## config.mk

```make
export PLATFORM = sky130hd
export DESIGN_NAME = drv_spi_shifter
export DESIGN_NICKNAME = d
export VERILOG_FILES = /design/src/rtl/dss_pkg.sv /design/src/rtl/dss_sync_edge.sv /design/src/rtl/dss_frame_cnt.sv /design/src/rtl/dss_shift_reg.sv /design/src/rtl/drv_spi_shifter.sv
export SDC_FILE = /design/constraint.sdc
export NUM_CORES = 1
export LEC_CHECK = 0
export ABC_AREA = 0
export BUFFER_PORTS_ARGS = -buffer_cell sky130_fd_sc_hd__buf_4
export CAP_MARGIN = 40
export CELL_PAD_IN_SITES_DETAIL_PLACEMENT = 1
export CELL_PAD_IN_SITES_GLOBAL_PLACEMENT = 1
export CORE_ASPECT_RATIO = 0.7
export CORE_UTILIZATION = 38
export CTS_BUF_LIST = sky130_fd_sc_hd__clkbuf_4 sky130_fd_sc_hd__clkbuf_8 sky130_fd_sc_hd__clkbuf_16
export DETAILED_ROUTE_END_ITERATION = 6
export PLACE_DENSITY_LB_ADDON = 0.25
export SYNTH_ARGS = -nofsm -noshare
export SYNTH_HDL_FRONTEND = slang
export SYNTH_SLANG_ARGS = --single-unit
```

## constraint.sdc

```tcl
create_clock -name clk_i -period 1.35 [get_ports clk_i]
set_input_delay 0.0675 -clock clk_i [delete_from_list [all_inputs] [get_ports clk_i]]
set_output_delay 0.0675 -clock clk_i [all_outputs]
set_load 0.05 [all_outputs]
```

## src/rtl/dss_pkg.sv

```systemverilog
package dss_pkg;

   // Synchronized pin level with its single-cycle edge events.
   typedef struct packed {
      logic lvl;
      logic rise;
      logic fall;
   } dss_sig_t;

   function automatic bit is_pow2(input int unsigned v);
      return (v != 0) && ((v & (v - 1)) == 0);
   endfunction

endpackage

```

## src/rtl/dss_sync_edge.sv

```systemverilog
module dss_sync_edge #(
   parameter int unsigned STAGES  = 2,
   parameter bit          HAS_RST = 1'b1,
   parameter bit          RST_VAL = 1'b0
) (
   input  logic              clk_i,
   input  logic              rst_i,
   input  logic              pin_i,
   output dss_pkg::dss_sig_t sig_o
);

   if (STAGES < 2 || STAGES > 3) begin : g_bad_stages
      $error("dss_sync_edge: STAGES must be 2 or 3");
   end

   logic [STAGES-1:0] chain_q;
   logic              last_q;

   // The reset variant is chosen per pin: pins whose path must ignore
   // reset use the plain chain.
   if (HAS_RST) begin : g_rst
      always_ff @(posedge clk_i) begin
         if (rst_i) begin
            chain_q <= {STAGES{RST_VAL}};
            last_q  <= RST_VAL;
         end else begin
            chain_q <= {chain_q[STAGES-2:0], pin_i};
            last_q  <= chain_q[STAGES-1];
         end
      end
   end else begin : g_norst
      always_ff @(posedge clk_i) begin
         chain_q <= {chain_q[STAGES-2:0], pin_i};
         last_q  <= chain_q[STAGES-1];
      end
   end

   assign sig_o.lvl  = chain_q[STAGES-1];
   assign sig_o.rise = chain_q[STAGES-1] & ~last_q;
   assign sig_o.fall = ~chain_q[STAGES-1] & last_q;

endmodule

```

## src/rtl/dss_frame_cnt.sv

```systemverilog
module dss_frame_cnt #(
   parameter int unsigned WORD  = 8,
   parameter int unsigned CNT_W = 8
) (
   input  logic clk_i,
   input  logic rst_i,
   input  logic clr_i,
   input  logic inc_i,
   output logic whole_o
);

   localparam int unsigned LOW_W = $clog2(WORD);
   localparam logic [CNT_W-1:0] SAT = '1;

   if (!dss_pkg::is_pow2(WORD) || WORD < 2) begin : g_bad_word
      $error("dss_frame_cnt: WORD must be a power of two, at least 2");
   end
   if (CNT_W <= LOW_W) begin : g_bad_cnt
      $error("dss_frame_cnt: CNT_W too narrow for WORD");
   end

   logic [CNT_W-1:0] cnt_q;

   always_ff @(posedge clk_i) begin
      if (rst_i || clr_i) begin
         cnt_q <= '0;
      end else if (inc_i && cnt_q != SAT) begin
         cnt_q <= cnt_q + 1'b1;
      end
   end

   // SAT is odd, so a saturated count is never a whole number of words.
   assign whole_o = (cnt_q != '0) && (cnt_q[LOW_W-1:0] == '0) && (cnt_q != SAT);

   // once saturated the count stays put until the next frame start.
   p_cnt_hold_r10: assert property (@(posedge clk_i) disable iff (rst_i)
      (cnt_q == SAT && !clr_i) |=> (cnt_q == SAT));

endmodule

```

## src/rtl/dss_shift_reg.sv

```systemverilog
module dss_shift_reg #(
   parameter int unsigned WIDTH = 8
) (
   input  logic             clk_i,
   input  logic             rst_i,
   input  logic             load_i,
   input  logic [WIDTH-1:0] load_val_i,
   input  logic             shift_i,
   input  logic             ser_i,
   output logic [WIDTH-1:0] q_o
);

   if (WIDTH < 2) begin : g_bad_width
      $error("dss_shift_reg: WIDTH must be at least 2");
   end

   logic [WIDTH-1:0] sr_q;

   always_ff @(posedge clk_i) begin
      if (rst_i) begin
         sr_q <= '0;
      end else if (load_i) begin
         sr_q <= load_val_i;
      end else if (shift_i) begin
         sr_q <= {sr_q[WIDTH-2:0], ser_i};
      end
   end

   assign q_o = sr_q;

endmodule

```

## src/rtl/drv_spi_shifter.sv

```systemverilog
module drv_spi_shifter #(
   parameter int unsigned CHANNELS    = 8,
   parameter int unsigned MAX_WORDS   = 16,
   parameter int unsigned SYNC_STAGES = 2
) (
   input  logic                clk_i,
   input  logic                rst_n_i,
   input  logic                uv_i,
   input  logic                sclk_i,
   input  logic                csb_i,
   input  logic                si_i,
   input  logic [CHANNELS-1:0] status_i,
   output logic [CHANNELS-1:0] ctl_o,
   output logic                so_o,
   output logic                so_oe_o
);

   localparam int unsigned CNT_W = $clog2(CHANNELS * MAX_WORDS + 1);
   localparam int unsigned MSB   = CHANNELS - 1;

   if (MAX_WORDS < 1) begin : g_bad_words
      $error("drv_spi_shifter: MAX_WORDS must be at least 1");
   end

   dss_pkg::dss_sig_t sclk_s, csb_s, si_s;
   logic              int_rst;
   logic              sel;
   logic              shift_ev, out_ev;
   logic              whole;
   logic              latch_go;
   logic [MSB:0]      sr;
   logic [MSB:0]      ctl_q;
   logic              so_q;

   assign int_rst = ~rst_n_i | uv_i;

   dss_sync_edge #(.STAGES(SYNC_STAGES), .HAS_RST(1'b1), .RST_VAL(1'b0)) i_sync_sclk (
      .clk_i(clk_i), .rst_i(int_rst), .pin_i(sclk_i), .sig_o(sclk_s));

   dss_sync_edge #(.STAGES(SYNC_STAGES), .HAS_RST(1'b1), .RST_VAL(1'b0)) i_sync_si (
      .clk_i(clk_i), .rst_i(int_rst), .pin_i(si_i), .sig_o(si_s));

   // Chip select drives the output enable, which must ignore reset.
   dss_sync_edge #(.STAGES(SYNC_STAGES), .HAS_RST(1'b0), .RST_VAL(1'b1)) i_sync_csb (
      .clk_i(clk_i), .rst_i(int_rst), .pin_i(csb_i), .sig_o(csb_s));

   assign sel      = ~csb_s.lvl;
   assign shift_ev = sel & sclk_s.fall;
   assign out_ev   = sel & sclk_s.rise;

   dss_frame_cnt #(.WORD(CHANNELS), .CNT_W(CNT_W)) i_cnt (
      .clk_i(clk_i), .rst_i(int_rst), .clr_i(csb_s.fall),
      .inc_i(shift_ev), .whole_o(whole));

   dss_shift_reg #(.WIDTH(CHANNELS)) i_sr (
      .clk_i(clk_i), .rst_i(int_rst), .load_i(csb_s.fall),
      .load_val_i(status_i), .shift_i(shift_ev), .ser_i(si_s.lvl), .q_o(sr));

   // Output bit: status MSB right after select, then the register MSB
   // on every rising serial clock; no reset on this path.
   always_ff @(posedge clk_i) begin
      if (csb_s.fall) begin
         so_q <= status_i[MSB];
      end else if (out_ev) begin
         so_q <= sr[MSB];
      end
   end

   assign latch_go = csb_s.rise & whole;

   always_ff @(posedge clk_i) begin
      if (int_rst) begin
         ctl_q <= '1;
      end else if (latch_go) begin
         ctl_q <= sr;
      end
   end

   assign ctl_o   = ctl_q;
   assign so_o    = so_q;
   assign so_oe_o = ~csb_s.lvl;

   // reset pin forces every channel off one clock later.
   p_ctl_reset_r1: assert property (@(posedge clk_i)
      !rst_n_i |=> (ctl_o == '1));

   // undervoltage acts like reset.
   p_uv_off_r9: assert property (@(posedge clk_i)
      uv_i |=> (ctl_o == '1));

   // the latch moves only when a whole-word frame closes.
   p_ctl_change_r3: assert property (@(posedge clk_i) disable iff (int_rst)
      (ctl_q != $past(ctl_q)) |-> $past(latch_go));

   // chip select held high for the synchronizer depth disables SO.
   p_so_hiz_r7: assert property (@(posedge clk_i)
      (csb_i && $past(csb_i) && $past(csb_i, 2) && $past(csb_i, 3)) |-> !so_oe_o);

   // chip select held low enables SO whatever the reset state.
   p_so_en_r8: assert property (@(posedge clk_i)
      (!csb_i && !$past(csb_i) && !$past(csb_i, 2) && !$past(csb_i, 3)) |-> so_oe_o);

endmodule

```

Word level (Yosys, flattened, before mapping)
Cells that the tools add are included.
{"block": "totals", "register_bits": 33, "inputBits": 14, "elab_cells": 36}
{"block": "classes", "n_addsub": 1, "n_eq_ne": 1, "muxes": 4, "bitwise_logic": 13, "reduce_logical": 8}
{"cell": "2-to-1 mux 8 bit", "n": 2}
{"cell": "adder 8 x 1 -> 8 bit, second input constant", "n": 1}
{"cell": "inequality test 8 bit, second input constant", "n": 1}
{"cell": "nonzero test 8 bit", "n": 1}
{"cell": "AND 1 bit", "n": 7}
{"cell": "inverter 1 bit", "n": 5}
{"cell": "nonzero test 2 bit", "n": 2}
{"cell": "logical AND 1 bit", "n": 3}
{"cell": "zero test 3 bit", "n": 1}
{"cell": "2-to-1 mux 1 bit", "n": 2}
{"cell": "logical OR 1 bit", "n": 1}
{"cell": "bitwise OR 1 bit", "n": 1}

Logic depth before layout (Yosys ltp)
{"block": "logic_depth", "ltp_word": 5, "ltp_mapped": 5, "depth_no_buf": 5}

Hierarchy
From an unflattened synthesis, not the netlist that was laid out.
{"block": "unflattened", "cells_unflattened": 150, "hier_area_um2": 1514.0}
{"module": "dss_frame_cnt", "n_inst": 1, "cells_per_inst": 50, "area_each_um2": 450.4, "seq_area_each_um2": 160.2}
{"module": "drv_spi_shifter", "n_inst": 1, "cells_per_inst": 41, "area_each_um2": 414.1, "seq_area_each_um2": 190.2}
{"module": "dss_shift_reg", "n_inst": 1, "cells_per_inst": 35, "area_each_um2": 369.1, "seq_area_each_um2": 160.2}
{"module": "dss_sync_edge at i_sync_sclk ...", "n_inst": 2, "cells_per_inst": 9, "area_each_um2": 98.8, "seq_area_each_um2": 60.1}
{"module": "dss_sync_edge at i_sync_csb", "n_inst": 1, "cells_per_inst": 6, "area_each_um2": 82.6, "seq_area_each_um2": 60.1}

Worst setup path before layout
Ideal clock, no wire load.
{"block": "synth_path", "path_kind": "register to register", "startpoint": "register i_sync_csb.chain_q[1]", "endpoint": "register i_sr.sr_q[0] (netlist: i_sr.q_o[0])", "setup_ns": 0.122, "arrival_time_ns": 1.135, "path_slack_ns": 0.093, "path_stages_with_launch": 5, "path_buffers": 1, "synth_period_minus_slack_ns": 1.257, "path_cell_list": "dfxtp_1 > nor3b_4 > buf_6 > mux2i_1 > a21oi_1"}
{"block": "synth_between", "elab_chain_len": 3}
{"element": "start: declaration", "line_no": "dss_sync_edge.sv:16", "rtl": "logic [STAGES-1:0] chain_q;"}
{"element": "start signal: assignment", "line_no": "dss_sync_edge.sv:33", "rtl": "chain_q <= {chain_q[STAGES-2:0], pin_i};"}
{"element": "inverter 1 bit *", "line_no": "dss_sync_edge.sv:40, drv_spi_shifter.sv:47"}
{"element": "AND 1 bit (on tied branches)", "line_no": "dss_sync_edge.sv:40, drv_spi_shifter.sv:48"}
{"element": "2-to-1 mux 8 bit or nonzero test 2 bit (tied branches)"}
{"element": "end signal: assignment", "line_no": "dss_shift_reg.sv:23", "rtl": "sr_q <= load_val_i;"}
{"element": "end signal: assignment", "line_no": "dss_shift_reg.sv:25", "rtl": "sr_q <= {sr_q[WIDTH-2:0], ser_i};"}
{"element": "end: declaration", "line_no": "dss_shift_reg.sv:17", "rtl": "logic [WIDTH-1:0] sr_q;"}
Mark *: on every way between the ends. The rest lies on a longest branch, timed or not.
A chain may end at the register's enable or synchronous reset.

Final worst setup path
{"block": "layout_path", "startpoint": "register i_cnt.cnt_q[0]", "endpoint": "register ctl_q[3] (netlist: ctl_o[3])"}
{"block": "layout_between", "elab_chain_len": 4}
{"element": "start: declaration", "line_no": "dss_frame_cnt.sv:22", "rtl": "logic [CNT_W-1:0] cnt_q;"}
{"element": "start signal: assignment", "line_no": "dss_frame_cnt.sv:28", "rtl": "cnt_q <= cnt_q + 1'b1;"}
{"element": "nonzero test 8 bit or zero test 3 bit (tied branches)", "line_no": "dss_frame_cnt.sv:33", "rtl": "assign whole_o = (cnt_q != '0) && (cnt_q[LOW_W-1:0] == '0) && (cnt_q != SAT);"}
{"element": "logical AND 1 bit", "line_no": "dss_frame_cnt.sv:33"}
{"element": "logical AND 1 bit *", "line_no": "dss_frame_cnt.sv:33"}
{"element": "AND 1 bit *", "line_no": "drv_spi_shifter.sv:69", "rtl": "assign latch_go = csb_s.rise & whole;"}
{"element": "end signal: assignment", "line_no": "drv_spi_shifter.sv:75", "rtl": "ctl_q <= sr;"}
{"element": "end: declaration", "line_no": "drv_spi_shifter.sv:32", "rtl": "logic [MSB:0] ctl_q;"}
Marked as above.

==> impl_summary.txt <==
----------------------------------------------------
[Clocking]
  Register clock-pin slew on the reported worst setup and hold paths ... 60 ps
  Clock tree from TritonCTS ... done
  CTS H-Tree Depth ... 2
  Clock latency at the later pin of the worst-skew pair ... 280 ps
  Root Buffer Master ... sky130_fd_sc_hd__clkbuf_8
  Clock tree sinks ... 33
  Maximum number of buffers from clock root to sink ... 2
  Total CTS buffers ... 5

[Placement]
  Pre-CTS worst setup slack ... -34.8 ps
  Final RePlAce weighted congestion ... 0.754
  Port Buffer Count ... 23
  Placed wire-length estimate after detailed placement ... 2.61 mm

[Worst setup path]
  Crit path launch type ... flip-flop
  Crit path max fanout ... 8
  Required time worst endpoint ... 1560 ps
  Number of buffer and inverter instances along the worst setup path ... 2
  Top delay family on crit path ... flip-flops
  CP arrival ... 1570 ps
  Max incr delay on CP ... 340 ps
  CP Capture Type ... flip-flop
  Critical path class ... reg -> reg
  Critical Path, Cell by Cell ... inv_2 > ha_1 > nand4bb_1 > a21oi_4 > buf_12 > mux2i_1
  Slowest cell on the critical path ... sky130_fd_sc_hd__dfxtp_2

[STA]
  Post-route fraction of the period consumed by the critical path ... 101%
  Measured slew at the worst slew-check pin ... 629 ps
  Least setup slack across all paths after layout ... -8.38 ps
  Setup repair after global routing missed its margin ... true
  Final critical path time including I/O delays and setup ... 1360 ps
  Final worst clock skew ... 5.74 ps
  Maximum frequency from static timing analysis ... 736 MHz
  Headroom to the max-slew limit ... 58.1%
  Final setup fails ... 3
  Final count of hold timing violations ... 0
  Final hold slack ... 68.0 ps
  Setup TNS after final layout ... -23.1 ps
  Slew Viols, Final ... 0

[Drt]
  Post-DR vias/cell ... 5.10
  TritonRoute pass-1 iters ... 4
  Count of routing violations after the opening detailed-route iteration ... 63
  DRC violations left ... 0
  Post-Route WL ... 3.75 mm
  Vias ... 1245
  Residual antenna-violating net count after detailed routing ... 0
  Detailed-route wire length per cell ... 15.4 µm

[Power and ir drop]
  Cell Pwr Density ... 973 nW/µm²
  Peak supply drop ... 0.000516 V
  Pleak ... 0.748 nW
  PnR Total Power ... 1.94 mW

[Final layout]
  Area of all sequential standard cells ... 674 µm²
  Total area of multi-input combinational cells ... 741 µm²
  Total number of nets in the final design ... 209
  Share of final-layout standard cells stronger than drive strength 1 ... 34.0%
  Number of antenna cells inserted ... 0
  Area added between synthesis and finish ... 34.9%
  Utilization after layout ... 55.1%
  Filler Cells Inserted ... 407

[Global routing]
  Total global-route track usage ... 18.8%
  Number of antenna violations at the first check in global routing ... 0
  Via count of the first global-routing pass ... 1228
  First-pass GRT wire length ... 5.71 mm
  Maximum number of pins on one net before global-route repair ... 19
  Global-route congestion overflow total ... 0

[Die]
  Io pins ... 24
  Die boundary height ... 54.2 µm
  Full die area ... 4160 µm²
  Core area ... 3630 µm²
  Effective utilization at floorplan ... 40.9%
  Number of core rows ... 18
  Overall die width ... 76.6 µm

[Synthesis]
  Number of standard cells after synthesis ... 151
  Number of flip-flops and latches in the synthesized netlist ... 33
  Most used DFF post-synth ... sky130_fd_sc_hd__dfxtp_1
  Synth Area per Inst ... 9.81 µm²
  Yosys synthesis warning count ... 0
  Unique masters post-synth ... 36
  Part of the Yosys area used for sequential elements ... 45.3%
  Share of synthesized registers carrying an async set or reset ... 0%
  Netlist Area Pre-Place ... 1480 µm²
  Number of flops mapped to enable cells by yosys ... 1
  Syn nets ... 167

[Worst hold path]
  Worst hold-check path type ... in -> reg

[Run status]
  Status ... finished, violations left
  Violated checks ... setup timing

[Run]
  Count of maximum capacitance violations ... 0

----------------------------------------------------
layout make-up:
cell class	instances	share of cell area (%)
Timing Repair Buffer	46	20.4
Tap cell	50	3.13
Clock buffer	8	4.88
Multi-Input combinational cell	103	37.1
Sequential cell	33	33.8
Inverter	4	0.751
tightest hold or removal path: stages:
cell	delay (ps)
sky130_fd_sc_hd__buf_4	80
sky130_fd_sc_hd__o21ai_1	60
sky130_fd_sc_hd__a21oi_1	110
stage by stage:
stage          instances  area, µm²
6_report             244       2000
5_1_grt              244       2000
4_1_cts              238       1930
3_5_place_dp         227       1790
2_1_floorplan        151       1480
3_3_place_gp         227       1790
cells in the final DEF (no fill, tap or decap), types with 2 or more instances in the layout:
cell and n:
sky130_fd_sc_hd__nand3_1 7, sky130_fd_sc_hd__a41oi_1 2, sky130_fd_sc_hd__clkbuf_4 2, sky130_fd_sc_hd__clkbuf_8 6
sky130_fd_sc_hd__o2111a_1 2, sky130_fd_sc_hd__nand4bb_1 2, sky130_fd_sc_hd__buf_4 39, sky130_fd_sc_hd__and2_1 5
sky130_fd_sc_hd__a21oi_1 12, sky130_fd_sc_hd__buf_12 3, sky130_fd_sc_hd__nand2_1 2, sky130_fd_sc_hd__nor3_1 4
sky130_fd_sc_hd__dfxtp_1 29, sky130_fd_sc_hd__dfxtp_2 3, sky130_fd_sc_hd__inv_1 3, sky130_fd_sc_hd__dlygate4sd3_1 3
sky130_fd_sc_hd__mux2i_1 19, sky130_fd_sc_hd__o21ai_0 7, sky130_fd_sc_hd__nand2b_1 2, sky130_fd_sc_hd__nor2_1 18
sky130_fd_sc_hd__nand4_1 3
logic make-up after synthesis:
logic type               after synthesis  synth area share, %
buffers and inverters                 15                 5.57
AND/OR/NAND/NOR                       52                 20.4
multiplexers                          20                 13.6
flip-flops                            33                 45.3
adder cells (fa/ha/maj)                2                 1.69
AO/OA/AOI/OAI                         29                 13.4
power breakdown:
group | switching [mW] | internal (mW) | total [mW] | leakage (nW)
Combinational | 0.0681 | 0.0693 | 0.137 | 0.424
Sequential | 0.0133 | 0.997 | 1.01 | 0.272
Clock | 0.341 | 0.456 | 0.797 | 0.0523
Total | 0.423 | 1.52 | 1.94 | 0.748
path summary, 6_finish.rpt:
kind | to | start | slack (ps) | depth (start not counted)
max | ctl_o[3]$_SDFFE_PP1P_ | i_cnt.cnt_q[0]$_SDFFE_PP0P_ | -8 | 6
min | i_sr.q_o[2]$_SDFFE_PP0P_ | status_i[2] | 70 | 3
max reg2reg | ctl_o[3]$_SDFFE_PP1P_ | i_cnt.cnt_q[0]$_SDFFE_PP0P_ | -8 | 6
min reg2reg | i_sync_csb.chain_q[1]$_DFF_P_ | i_sync_csb.chain_q[0]$_DFF_P_ | 330 | 0
layer usage:
| layer | wire (µm) | part of all wire [%] | global-route usage (%) | vias to the layer above |
|---|---|---|---|---|
| li1 | - | - | - | 622 |
| met1 | 1800 | 48 | 23.5 | 593 |
| met5 | 0 | 0 | 0 | - |
| met2 | 1760 | 47 | 31.8 | 25 |
| met4 | 41 | 1.1 | 8.01 | 0 |
| met3 | 147 | 3.9 | 4.67 | 5 |
state kept, by name, summed over array words and instances, names as in the netlist:
name / flops
i_sr.q_o: 8
so_o: 1
i_sync_sclk.last_q: 1
ctl_o: 8
i_sync_sclk.chain_q: 2
i_sync_csb.last_q: 1
i_cnt.cnt_q: 8
i_sync_csb.chain_q: 2
i_sync_si.chain_q: 2
synthesized netlist by cell type (3+ instances only):
| cell type | number | area (µm²) |
|---|---|---|
| sky130_fd_sc_hd__a21oi_1 | 12 | 60.1 |
| sky130_fd_sc_hd__and2_1 | 5 | 31.3 |
| sky130_fd_sc_hd__clkbuf_1 | 4 | 15.0 |
| sky130_fd_sc_hd__nor3_1 | 4 | 20.0 |
| sky130_fd_sc_hd__nor2_1 | 18 | 67.6 |
| sky130_fd_sc_hd__mux2i_1 | 19 | 190 |
| sky130_fd_sc_hd__nand4_1 | 3 | 18.8 |
| sky130_fd_sc_hd__buf_2 | 3 | 15.0 |
| sky130_fd_sc_hd__nand3_1 | 7 | 35.0 |
| sky130_fd_sc_hd__o21ai_0 | 7 | 35.0 |
| sky130_fd_sc_hd__inv_1 | 4 | 15.0 |
| sky130_fd_sc_hd__dfxtp_1 | 32 | 641 |
repair_timing:
item,in CTS,in global routing
pin swaps,1,1
resized for setup,4,3
gates cloned,0,1
setup endpoints to repair,10,12
buffers inserted,0,5
endpoints found under the hold margin,3,0
hold buffers,3,0
No activity file was read; power rests on OpenSTA's default activity.
